## src/rtl/amo_pkg.sv

```systemverilog
package amo_pkg;

  typedef enum logic [3:0] {
    OP_LR   = 4'd0,
    OP_SC   = 4'd1,
    OP_SWAP = 4'd2,
    OP_ADD  = 4'd3,
    OP_XOR  = 4'd4,
    OP_AND  = 4'd5,
    OP_OR   = 4'd6,
    OP_MIN  = 4'd7,
    OP_MAX  = 4'd8,
    OP_MINU = 4'd9,
    OP_MAXU = 4'd10
  } amo_op_e;

  typedef enum logic [1:0] {
    S_IDLE  = 2'd0,
    S_READ  = 2'd1,
    S_WRITE = 2'd2,
    S_DONE  = 2'd3
  } amo_st_e;

  function automatic logic is_rmw(input amo_op_e o);
    return (o != OP_LR) && (o != OP_SC);
  endfunction

endpackage

```

## src/rtl/amo_alu.sv

```systemverilog
module amo_alu
  import amo_pkg::*;
#(
  parameter int XLEN = 32
) (
  input  amo_op_e           op,
  input  logic [XLEN-1:0]   old_val,
  input  logic [XLEN-1:0]   operand,
  output logic [XLEN-1:0]   result
);

  logic lt_s;
  logic lt_u;

  assign lt_s = $signed(old_val) < $signed(operand);
  assign lt_u = old_val < operand;

  always_comb begin
    unique case (op)
      OP_ADD:  result = old_val + operand;
      OP_XOR:  result = old_val ^ operand;
      OP_AND:  result = old_val & operand;
      OP_OR:   result = old_val | operand;
      OP_MIN:  result = lt_s ? old_val : operand;
      OP_MAX:  result = lt_s ? operand : old_val;
      OP_MINU: result = lt_u ? old_val : operand;
      OP_MAXU: result = lt_u ? operand : old_val;
      default: result = operand;
    endcase
  end

endmodule

```

## src/rtl/amo_resv.sv

```systemverilog
module amo_resv #(
  parameter int AW = 32,
  localparam int WAW = AW - 2
) (
  input  logic           clk,
  input  logic           rst,
  input  logic           set,
  input  logic [WAW-1:0] set_word,
  input  logic           sc_issue,
  input  logic           rmw_issue,
  input  logic [WAW-1:0] issue_word,
  input  logic           ext_store,
  input  logic [WAW-1:0] ext_word,
  input  logic           trap,
  output logic           hit
);

  logic           valid_q;
  logic [WAW-1:0] word_q;
  logic           kill;

  assign hit  = valid_q && (word_q == issue_word);

  assign kill = sc_issue || trap
             || (ext_store && (ext_word == word_q))
             || (rmw_issue && (issue_word == word_q));

  always_ff @(posedge clk) begin
    if (rst) begin
      valid_q <= 1'b0;
      word_q  <= '0;
    end else begin
      if (set) begin
        valid_q <= 1'b1;
        word_q  <= set_word;
      end
      if (kill) begin
        valid_q <= 1'b0;
      end
    end
  end

endmodule

```

## src/rtl/amo_ctrl.sv

```systemverilog
module amo_ctrl
  import amo_pkg::*;
#(
  parameter int XLEN = 32,
  parameter int AW   = 32,
  localparam int WAW = AW - 2
) (
  input  logic            clk,
  input  logic            rst,
  input  logic            start,
  input  amo_op_e         op,
  input  logic [WAW-1:0]  word,
  input  logic [XLEN-1:0] rs2,
  input  logic            resv_hit,
  input  logic            mem_ready,
  input  logic [XLEN-1:0] mem_rdata,
  input  logic [XLEN-1:0] alu_y,
  output amo_op_e         alu_op,
  output logic [XLEN-1:0] alu_b,
  output logic            lr_set,
  output logic [WAW-1:0]  lr_word,
  output logic            sc_issue,
  output logic            rmw_issue,
  output logic            mem_req,
  output logic            mem_we,
  output logic [AW-1:0]   mem_addr,
  output logic [XLEN-1:0] mem_wdata,
  output logic [XLEN-1:0] rd_value,
  output logic            done,
  output logic            busy
);

  amo_st_e         st_q;
  amo_op_e         op_q;
  logic [WAW-1:0]  word_q;
  logic [XLEN-1:0] rs2_q;
  logic [XLEN-1:0] wdata_q;
  logic [XLEN-1:0] rd_q;
  logic            idle;
  logic            take;

  assign idle      = (st_q == S_IDLE);
  assign take      = idle && start;
  assign sc_issue  = take && (op == OP_SC);
  assign rmw_issue = take && is_rmw(op);

  assign alu_op    = op_q;
  assign alu_b     = rs2_q;

  assign lr_set    = (st_q == S_READ) && mem_ready && (op_q == OP_LR);
  assign lr_word   = word_q;

  assign mem_req   = (st_q == S_READ) || (st_q == S_WRITE);
  assign mem_we    = (st_q == S_WRITE);
  assign mem_addr  = {word_q, 2'b00};
  assign mem_wdata = wdata_q;
  assign rd_value  = rd_q;
  assign done      = (st_q == S_DONE);
  assign busy      = mem_req || take;

  always_ff @(posedge clk) begin
    if (rst) begin
      st_q    <= S_IDLE;
      op_q    <= OP_LR;
      word_q  <= '0;
      rs2_q   <= '0;
      wdata_q <= '0;
      rd_q    <= '0;
    end else begin
      case (st_q)
        S_IDLE: begin
          if (start) begin
            op_q   <= op;
            word_q <= word;
            rs2_q  <= rs2;
            if (op == OP_SC) begin
              if (resv_hit) begin
                wdata_q <= rs2;
                rd_q    <= '0;
                st_q    <= S_WRITE;
              end else begin
                rd_q <= XLEN'(1);
                st_q <= S_DONE;
              end
            end else begin
              st_q <= S_READ;
            end
          end
        end
        S_READ: begin
          if (mem_ready) begin
            rd_q <= mem_rdata;
            if (op_q == OP_LR) begin
              st_q <= S_DONE;
            end else begin
              wdata_q <= alu_y;
              st_q    <= S_WRITE;
            end
          end
        end
        S_WRITE: begin
          if (mem_ready) begin
            st_q <= S_DONE;
          end
        end
        default: st_q <= S_IDLE;
      endcase
    end
  end

endmodule

```

## src/rtl/amo_unit.sv

```systemverilog
module amo_unit
  import amo_pkg::*;
#(
  parameter int XLEN = 32,
  parameter int AW   = 32
) (
  input  logic            clk,
  input  logic            rst,
  input  logic            start,
  input  logic [3:0]      op,
  input  logic [AW-1:0]   addr,
  input  logic [XLEN-1:0] rs2,
  input  logic            ext_store,
  input  logic [AW-1:0]   ext_store_addr,
  input  logic            trap,
  output logic            mem_req,
  output logic            mem_we,
  output logic [AW-1:0]   mem_addr,
  output logic [XLEN-1:0] mem_wdata,
  input  logic            mem_ready,
  input  logic [XLEN-1:0] mem_rdata,
  output logic [XLEN-1:0] rd_value,
  output logic            done,
  output logic            busy
);

  localparam int WAW = AW - 2;

  amo_op_e         op_e;
  amo_op_e         alu_op;
  logic [XLEN-1:0] alu_b;
  logic [XLEN-1:0] alu_y;
  logic            lr_set;
  logic [WAW-1:0]  lr_word;
  logic            sc_issue;
  logic            rmw_issue;
  logic            resv_hit;
  logic [1:0]      unused_low;

  assign op_e       = amo_op_e'(op);
  assign unused_low = addr[1:0] ^ ext_store_addr[1:0];

  amo_alu #(.XLEN(XLEN)) i_alu (
    .op      (alu_op),
    .old_val (mem_rdata),
    .operand (alu_b),
    .result  (alu_y)
  );

  amo_resv #(.AW(AW)) i_resv (
    .clk        (clk),
    .rst        (rst),
    .set        (lr_set),
    .set_word   (lr_word),
    .sc_issue   (sc_issue),
    .rmw_issue  (rmw_issue),
    .issue_word (addr[AW-1:2]),
    .ext_store  (ext_store),
    .ext_word   (ext_store_addr[AW-1:2]),
    .trap       (trap),
    .hit        (resv_hit)
  );

  amo_ctrl #(.XLEN(XLEN), .AW(AW)) i_ctrl (
    .clk       (clk),
    .rst       (rst),
    .start     (start),
    .op        (op_e),
    .word      (addr[AW-1:2]),
    .rs2       (rs2),
    .resv_hit  (resv_hit),
    .mem_ready (mem_ready),
    .mem_rdata (mem_rdata),
    .alu_y     (alu_y),
    .alu_op    (alu_op),
    .alu_b     (alu_b),
    .lr_set    (lr_set),
    .lr_word   (lr_word),
    .sc_issue  (sc_issue),
    .rmw_issue (rmw_issue),
    .mem_req   (mem_req),
    .mem_we    (mem_we),
    .mem_addr  (mem_addr),
    .mem_wdata (mem_wdata),
    .rd_value  (rd_value),
    .done      (done),
    .busy      (busy)
  );

endmodule

```

## config.mk

```make
export PLATFORM = sky130hd
export DESIGN_NAME = amo_unit
export DESIGN_NICKNAME = d
export VERILOG_FILES = /design/src/rtl/amo_pkg.sv /design/src/rtl/amo_alu.sv /design/src/rtl/amo_resv.sv /design/src/rtl/amo_ctrl.sv /design/src/rtl/amo_unit.sv
export SDC_FILE = /design/constraint.sdc
export NUM_CORES = 1
export LEC_CHECK = 0
export BUFFER_PORTS_ARGS = -buffer_cell sky130_fd_sc_hd__buf_2
export CELL_PAD_IN_SITES_DETAIL_PLACEMENT = 0
export CELL_PAD_IN_SITES_GLOBAL_PLACEMENT = 1
export CORE_MARGIN = 4
export CORE_UTILIZATION = 35
export DETAILED_ROUTE_END_ITERATION = 6
export PLACE_DENSITY = 0.78
export SYNTH_ARGS = -nofsm -noshare
export SYNTH_HDL_FRONTEND = slang
export SYNTH_HIERARCHICAL = 1
export SYNTH_SLANG_ARGS = --single-unit
export TNS_END_PERCENT = 100
```

## constraint.sdc

```tcl
create_clock -name clk -period 5.3 [get_ports clk]
set_input_delay 0.53 -clock clk [delete_from_list [all_inputs] [get_ports clk]]
set_output_delay 0.53 -clock clk [all_outputs]
set_load 0.1 [all_outputs]
```

# == After elaboration in Yosys (flattened, before gate mapping) ==
# Cells that the tools add are included.
# word_totals
reg_bits,163
latch_bits,0
ram_bits,0
mem_bits_ro,0
in_bits,138
output_inout_bits,100
elab_cells,82
memories,0
# classes
add_sub_neg,1
multipliers,0
div_mod_pow,0
magnitude_cmp,2
n_eq_ne,22
shifts,0
n_mux,23
n_bitwise,3
reduce_logical,23
# op_table
operator,count
two-way mux 32 bit,12
case mux 32 bit (8 select lines),1
case mux 32 bit (2 select lines),2
== test 30 bit,3
< comparator 32 bit,2
adder 32 bit,1
bitwise AND 32 bit,1
bitwise OR 32 bit,1
bitwise XOR 32 bit,1
== test 4 x 3 -> 1 bit (second input constant),4
== test 4 bit (second input constant),3
logical AND 1 bit,9
two-way mux 2 bit,4
!= test 2 bit (second input constant),4
case mux 2 bit (3 select lines),1
AND reduction 6 bit,1
logical OR 1 bit,5
== test 2 bit (second input constant),2
== test 4 x 1 -> 1 bit (second input constant),1
== test 4 x 2 -> 1 bit (second input constant),1
logical NOT 4 bit,1
!= test 2 x 1 -> 1 bit (second input constant),2
!= test 4 x 1 -> 1 bit (second input constant),1
AND reduction 4 bit,1
other kinds (8),10

# == Longest topological paths before layout ==
# depth
word_depth,7
mapped_depth,16

# == Cells and area by module ==
# Netlist, hierarchy kept.
# modules_own_cells
mod,n_inst,cells_each,area_each_um2
amo_ctrl,1,649,5582.9
amo_alu,1,734,4799.6
amo_resv,1,182,1744.2

# == Least setup slack after synthesis ==
# OpenSTA, ideal clock, no wires.
# synth_timing
kind,input port to flip-flop
startpoint,in mem_rdata[6]
endpoint,reg i_ctrl.wdata_q[29] (netlist: i_ctrl/mem_wdata[29])
setup_ns,0.134
arrival_ns,3.102
required_time_ns,5.166
slack_ns,2.064
stages,14
path_cell_list,inv_1 > ha_1 > buf_2 > or4_1 > a211oi_2 > o311ai_1 > nand3_2 > mux2i_1 > nand2_1 > buf_6 > a2111oi_4 > o22ai_1 > mux2i_1 > a211oi_1
# synth_via
elab_chain_len,6
# synth_rtl
element,line,rtl
"start, declared",amo_unit.sv:21,"input logic [XLEN-1:0] mem_rdata,"
"< comparator 32 bit, on equally long branches","amo_alu.sv:16, amo_alu.sv:15",
"two-way mux 32 bit, on equally long branches",-,
case mux 32 bit (8 select lines) *,amo_alu.sv:19,unique case (op)
net alu_y[29],amo_unit.sv:32,logic [XLEN-1:0] alu_y;
two-way mux 32 bit *,amo_ctrl.sv:93,if (op_q == OP_LR) begin
two-way mux 32 bit *,amo_ctrl.sv:91,if (mem_ready) begin
case mux 32 bit (2 select lines) *,amo_ctrl.sv:70,case (st_q)
"end signal, assigned",amo_ctrl.sv:78,wdata_q <= rs2;
"end signal, assigned",amo_ctrl.sv:96,wdata_q <= alu_y;
"end, declared",amo_ctrl.sv:37,logic [XLEN-1:0] wdata_q;
# Mark *: on every way through the listed nets, which the timed path passes. The rest lies on a longest branch. The select of a mux whose other input is x is not followed.
# A chain may end at the register's enable or synchronous reset.

# == Worst setup path in the final report ==
# layout_timing
startpoint,reg i_ctrl.rs2_q[27] (netlist: i_ctrl/alu_b[27])
endpoint,reg i_ctrl.wdata_q[23] (netlist: i_ctrl/mem_wdata[23])
# layout_via
elab_chain_len,6
# layout_rtl
element,line,rtl
"start, declared",amo_ctrl.sv:36,logic [XLEN-1:0] rs2_q;
"start signal, assigned",amo_ctrl.sv:75,rs2_q <= rs2;
"< comparator 32 bit, on equally long branches","amo_alu.sv:16, amo_alu.sv:15",
"two-way mux 32 bit, on equally long branches",-,
case mux 32 bit (8 select lines) *,amo_alu.sv:19,
net alu_y[23],amo_unit.sv:32,
two-way mux 32 bit *,amo_ctrl.sv:93,
two-way mux 32 bit *,amo_ctrl.sv:91,
case mux 32 bit (2 select lines) *,amo_ctrl.sv:70,
# Marks and branches as above.

==> reports/qor.txt <==
Site Rows -> 67
Tot GR Track Use -> 21.8%
top cells by area, synth -> dfxtp_1 (27%), ha_1 (10%), nand2_1 (7.4%), a21oi_1 (6.9%), mux2i_1 (5.4%)
Mean Syn Cell Area -> 7.75 µm²
most frequent cells in the layout -> nand2_1 (237), buf_2 (230), a21oi_1 (166), dfxtp_1 (163), ha_1 (100)
die footprint -> 0.0377 mm²
largest family of logic cells by synthesized area -> compound AO/OA/AOI/OAI gates
detail-routed net length per standard cell -> 19.9 µm
post-DP HPWL -> 30600 µm
# resized after CTS -> 0
CTS sink count -> 163
startpoint types -> flip-flop
dominant synthesized flop cell -> dfxtp_1
hold wc startpoint -> rs2[4]
Max Clk Rate -> 0.239 GHz
commonest non-fill, non-tap cell in the layout -> nand2_1
Synth Area in Simple Gates -> 16.4%
Final Max Slew Viols -> 0
Critical Path Most Common Cell -> mux2i_1
final hold viol count -> 0
final setup vio count -> 0
CP Max Fanout -> 16
Psw -> 0.00412 W
Reg power frac -> 22.7%
Power Total -> 0.00730 W
cts bufs inserted -> 17
R2R Path Start -> i_ctrl/alu_b[27]
Yosys cell types -> 79
Hold-fix buffers, CTS -> 0
post-synth top area cell -> dfxtp_1
final-stage net count -> 1940
IO Pins -> 238
Worst Path Buf+Inv -> 2
DR iter-0 viols -> 833
WS Path Type -> flip-flop to flip-flop
Clk pwr share -> 17.4%
top-area cell type share of the netlist area -> 26.9%
Fin Hold WS -> 0.318 ns
gpl congestion -> 0.892
DR vias -> 11.9k
Worst Path Arrival -> 4.49 ns
Final min period -> 4.19 ns
CP delay by family, top -> simple AND/OR/NAND/NOR gates
Synth Area in Compound Gates -> 24.8%
Initial Util -> 35.8%
slew of the pin with the lowest slew margin -> 1.04 ns
root buf cell -> clkbuf_16
TritonCTS clock tree -> built
register bit count reported by yosys -> 163
min-delay worst type -> input port to flip-flop
Synth Cell Area -> 0.0121 mm²
Pre-antenna DRT Iters -> 7
H-tree depth -> 4
final wirelength -> 42900 µm
Worst Clk Skew -> 0.0154 ns
fin crit share -> 79.0%
Layout Cells excl Fill -> 2162
status -> finished, final reports clean
switching share of power -> 56.5%
Max-Cap Viols -> 0
mux cell area share after synthesis -> 5.82%
Die Wd -> 194 µm
adder-cell share of the synthesized area -> 10.6%
Max-slew headroom -> 30.9%
I/O Buffers -> 231
first-pass GRT wire length -> 66400 µm
Core Area -> 0.0339 mm²
vias per cell -> 5.51
pwr dens -> 528 mW/mm²
Comb power frac -> 59.9%
Worst EP required -> 5.61 ns
Mapped Cells -> 1565
initial antenna violation count -> 3
slowest stage delay, CP -> 0.72 ns
Peak supply drop -> 452 µV
sequential fraction of the synthesis area -> 26.9%
clk_lat worst skew -> 0.46 ns
synthesis-to-layout area growth -> 14.0%
post-CTS setup buffers -> 0
unrepaired setup endpoints after global routing -> false
grt total ovfl -> 0
XOR/XNOR Fraction of Synth Area -> 5.71%
layout cell share with drive strength beyond 1 -> 18.4%
setup TNS -> 0 ns
Reg clk slew, reported paths -> 0.08 ns
Worst Setup End Kind -> flip-flop
Slowest-stage cell, CP -> nor4_1
DRC viols -> 0
async set or reset register ratio after synthesis -> 0%
worst setup path startpoint -> i_ctrl/alu_b[27]
warnings from Yosys -> 6
Max Root-Sink Buffers -> 2
post-route ant nets -> 0
Filler Cells Inserted -> 3570
Static Leak -> 5.69 nW
number of enable flip-flop cells after synthesis -> 0
crit path cell chain -> inv_1 > ha_1 > nor4_1 > nand4_1 > a21oi_1 > o311ai_1 > nand3_2 > mux2i_1 > nand2_1 > buf_4 > a221o_1 > a211o_1 > mux2i_1 > a211oi_1
placed insts -> 2129
Die H -> 194 µm
internal power -> 0.00317 W
pin count of the biggest net entering global routing -> 70
number of global-route vias before repair -> 11.5k
-- worst min-delay path: stages --
cell     delay (ns)
buf_2          0.10
nand2_1        0.05
a21oi_1        0.05
-- final timing paths --
kind,endpoint,slack (ns),cells past startpoint
max,i_ctrl/mem_wdata[23],1.11,14
min,i_ctrl/alu_b[4],0.32,3
max reg2reg,i_ctrl/mem_wdata[23],1.11,14
min reg2reg,i_ctrl/rd_value[20],0.45,2
-- synthesized netlist by cell type, drive strengths merged, types with 5 or more instances --
master and count:
a211o 6, a211oi 51, a21boi 7, a21o 12, a21oi 166, a221o 6, a222oi 15, a22oi 6
a31oi 42, and3 5, buf 66, clkbuf 75, dfxtp 163, ha 101, inv 86, mux2i 67
nand2 238, nand2b 7, nand3 45, nand4 18, nor2 84, nor2b 10, nor3 14, nor4 18
o211ai 5, o21ai 94, o21bai 9, o221ai 7, o22ai 9, o31ai 7, xnor2 48, xor2 31
-- layout make-up --
cell class / instances / area, µm² / share of cell area [%]
antenna: 1 / 2.50 / 0.0181
clock buffer: 18 / 439 / 3.18
clock inverter: 14 / 164 / 1.19
inverter: 86 / 323 / 2.34
multi-input combinational: 1175 / 7720 / 55.8
sequential: 163 / 3260 / 23.6
tap: 448 / 561 / 4.06
timing repair buffer: 257 / 1350 / 9.79
-- registers in the layout, indices dropped and copies added (netlist names) --
name	flops
i_ctrl/alu_b	32
i_ctrl/alu_op	4
i_ctrl/lr_word	30
i_ctrl/mem_wdata	32
i_ctrl/rd_value	32
i_ctrl/st_q	2
i_resv/valid_q	1
i_resv/word_q	30
-- per-stage QoR --
step | cell area [µm²] | utilization [%] | worst slack [ns]
2_1_floorplan | 12100 | - | 2.06
3_3_place_gp | 13200 | 39.0 | 0.955
3_5_place_dp | 13200 | 39.0 | 0.843
4_1_cts | 13800 | 40.8 | 1.15
5_1_grt | 13800 | 40.8 | 0.912
6_report | 13800 | 40.8 | 1.11
-- power by group through the flow --
stage	Sequential (W)	Combinational [W]	Clock [W]
floorplan	0.00268	0.00250	0
global placement	0.00167	0.00433	0
detailed placement	0.00168	0.00436	0
CTS	0.00166	0.00437	0.00132
global route	0.00169	0.00466	0.00136
finish	0.00166	0.00437	0.00127
-- logic make-up (layout without fill, tap and decap cells) --
logic type,Yosys count,in the layout
and+or+nand+nor,452,452
AOI/OAI and AO/OA,471,471
DFF,163,163
muxes,69,69
adders and majority gates,102,102
xor gates and xnor gates,79,79
buffers and inverters,228,375
other,1,3
-- metal layers --
layer  track usage, %  wire [µm]  up-vias
met4             6.22        793        2
met2             35.3      19800      401
met1             29.0      19500     5694
met5                0         12        -
li1                 -          -     5757
met3             5.21       2800       56
(Power assumes the default switching activity.)
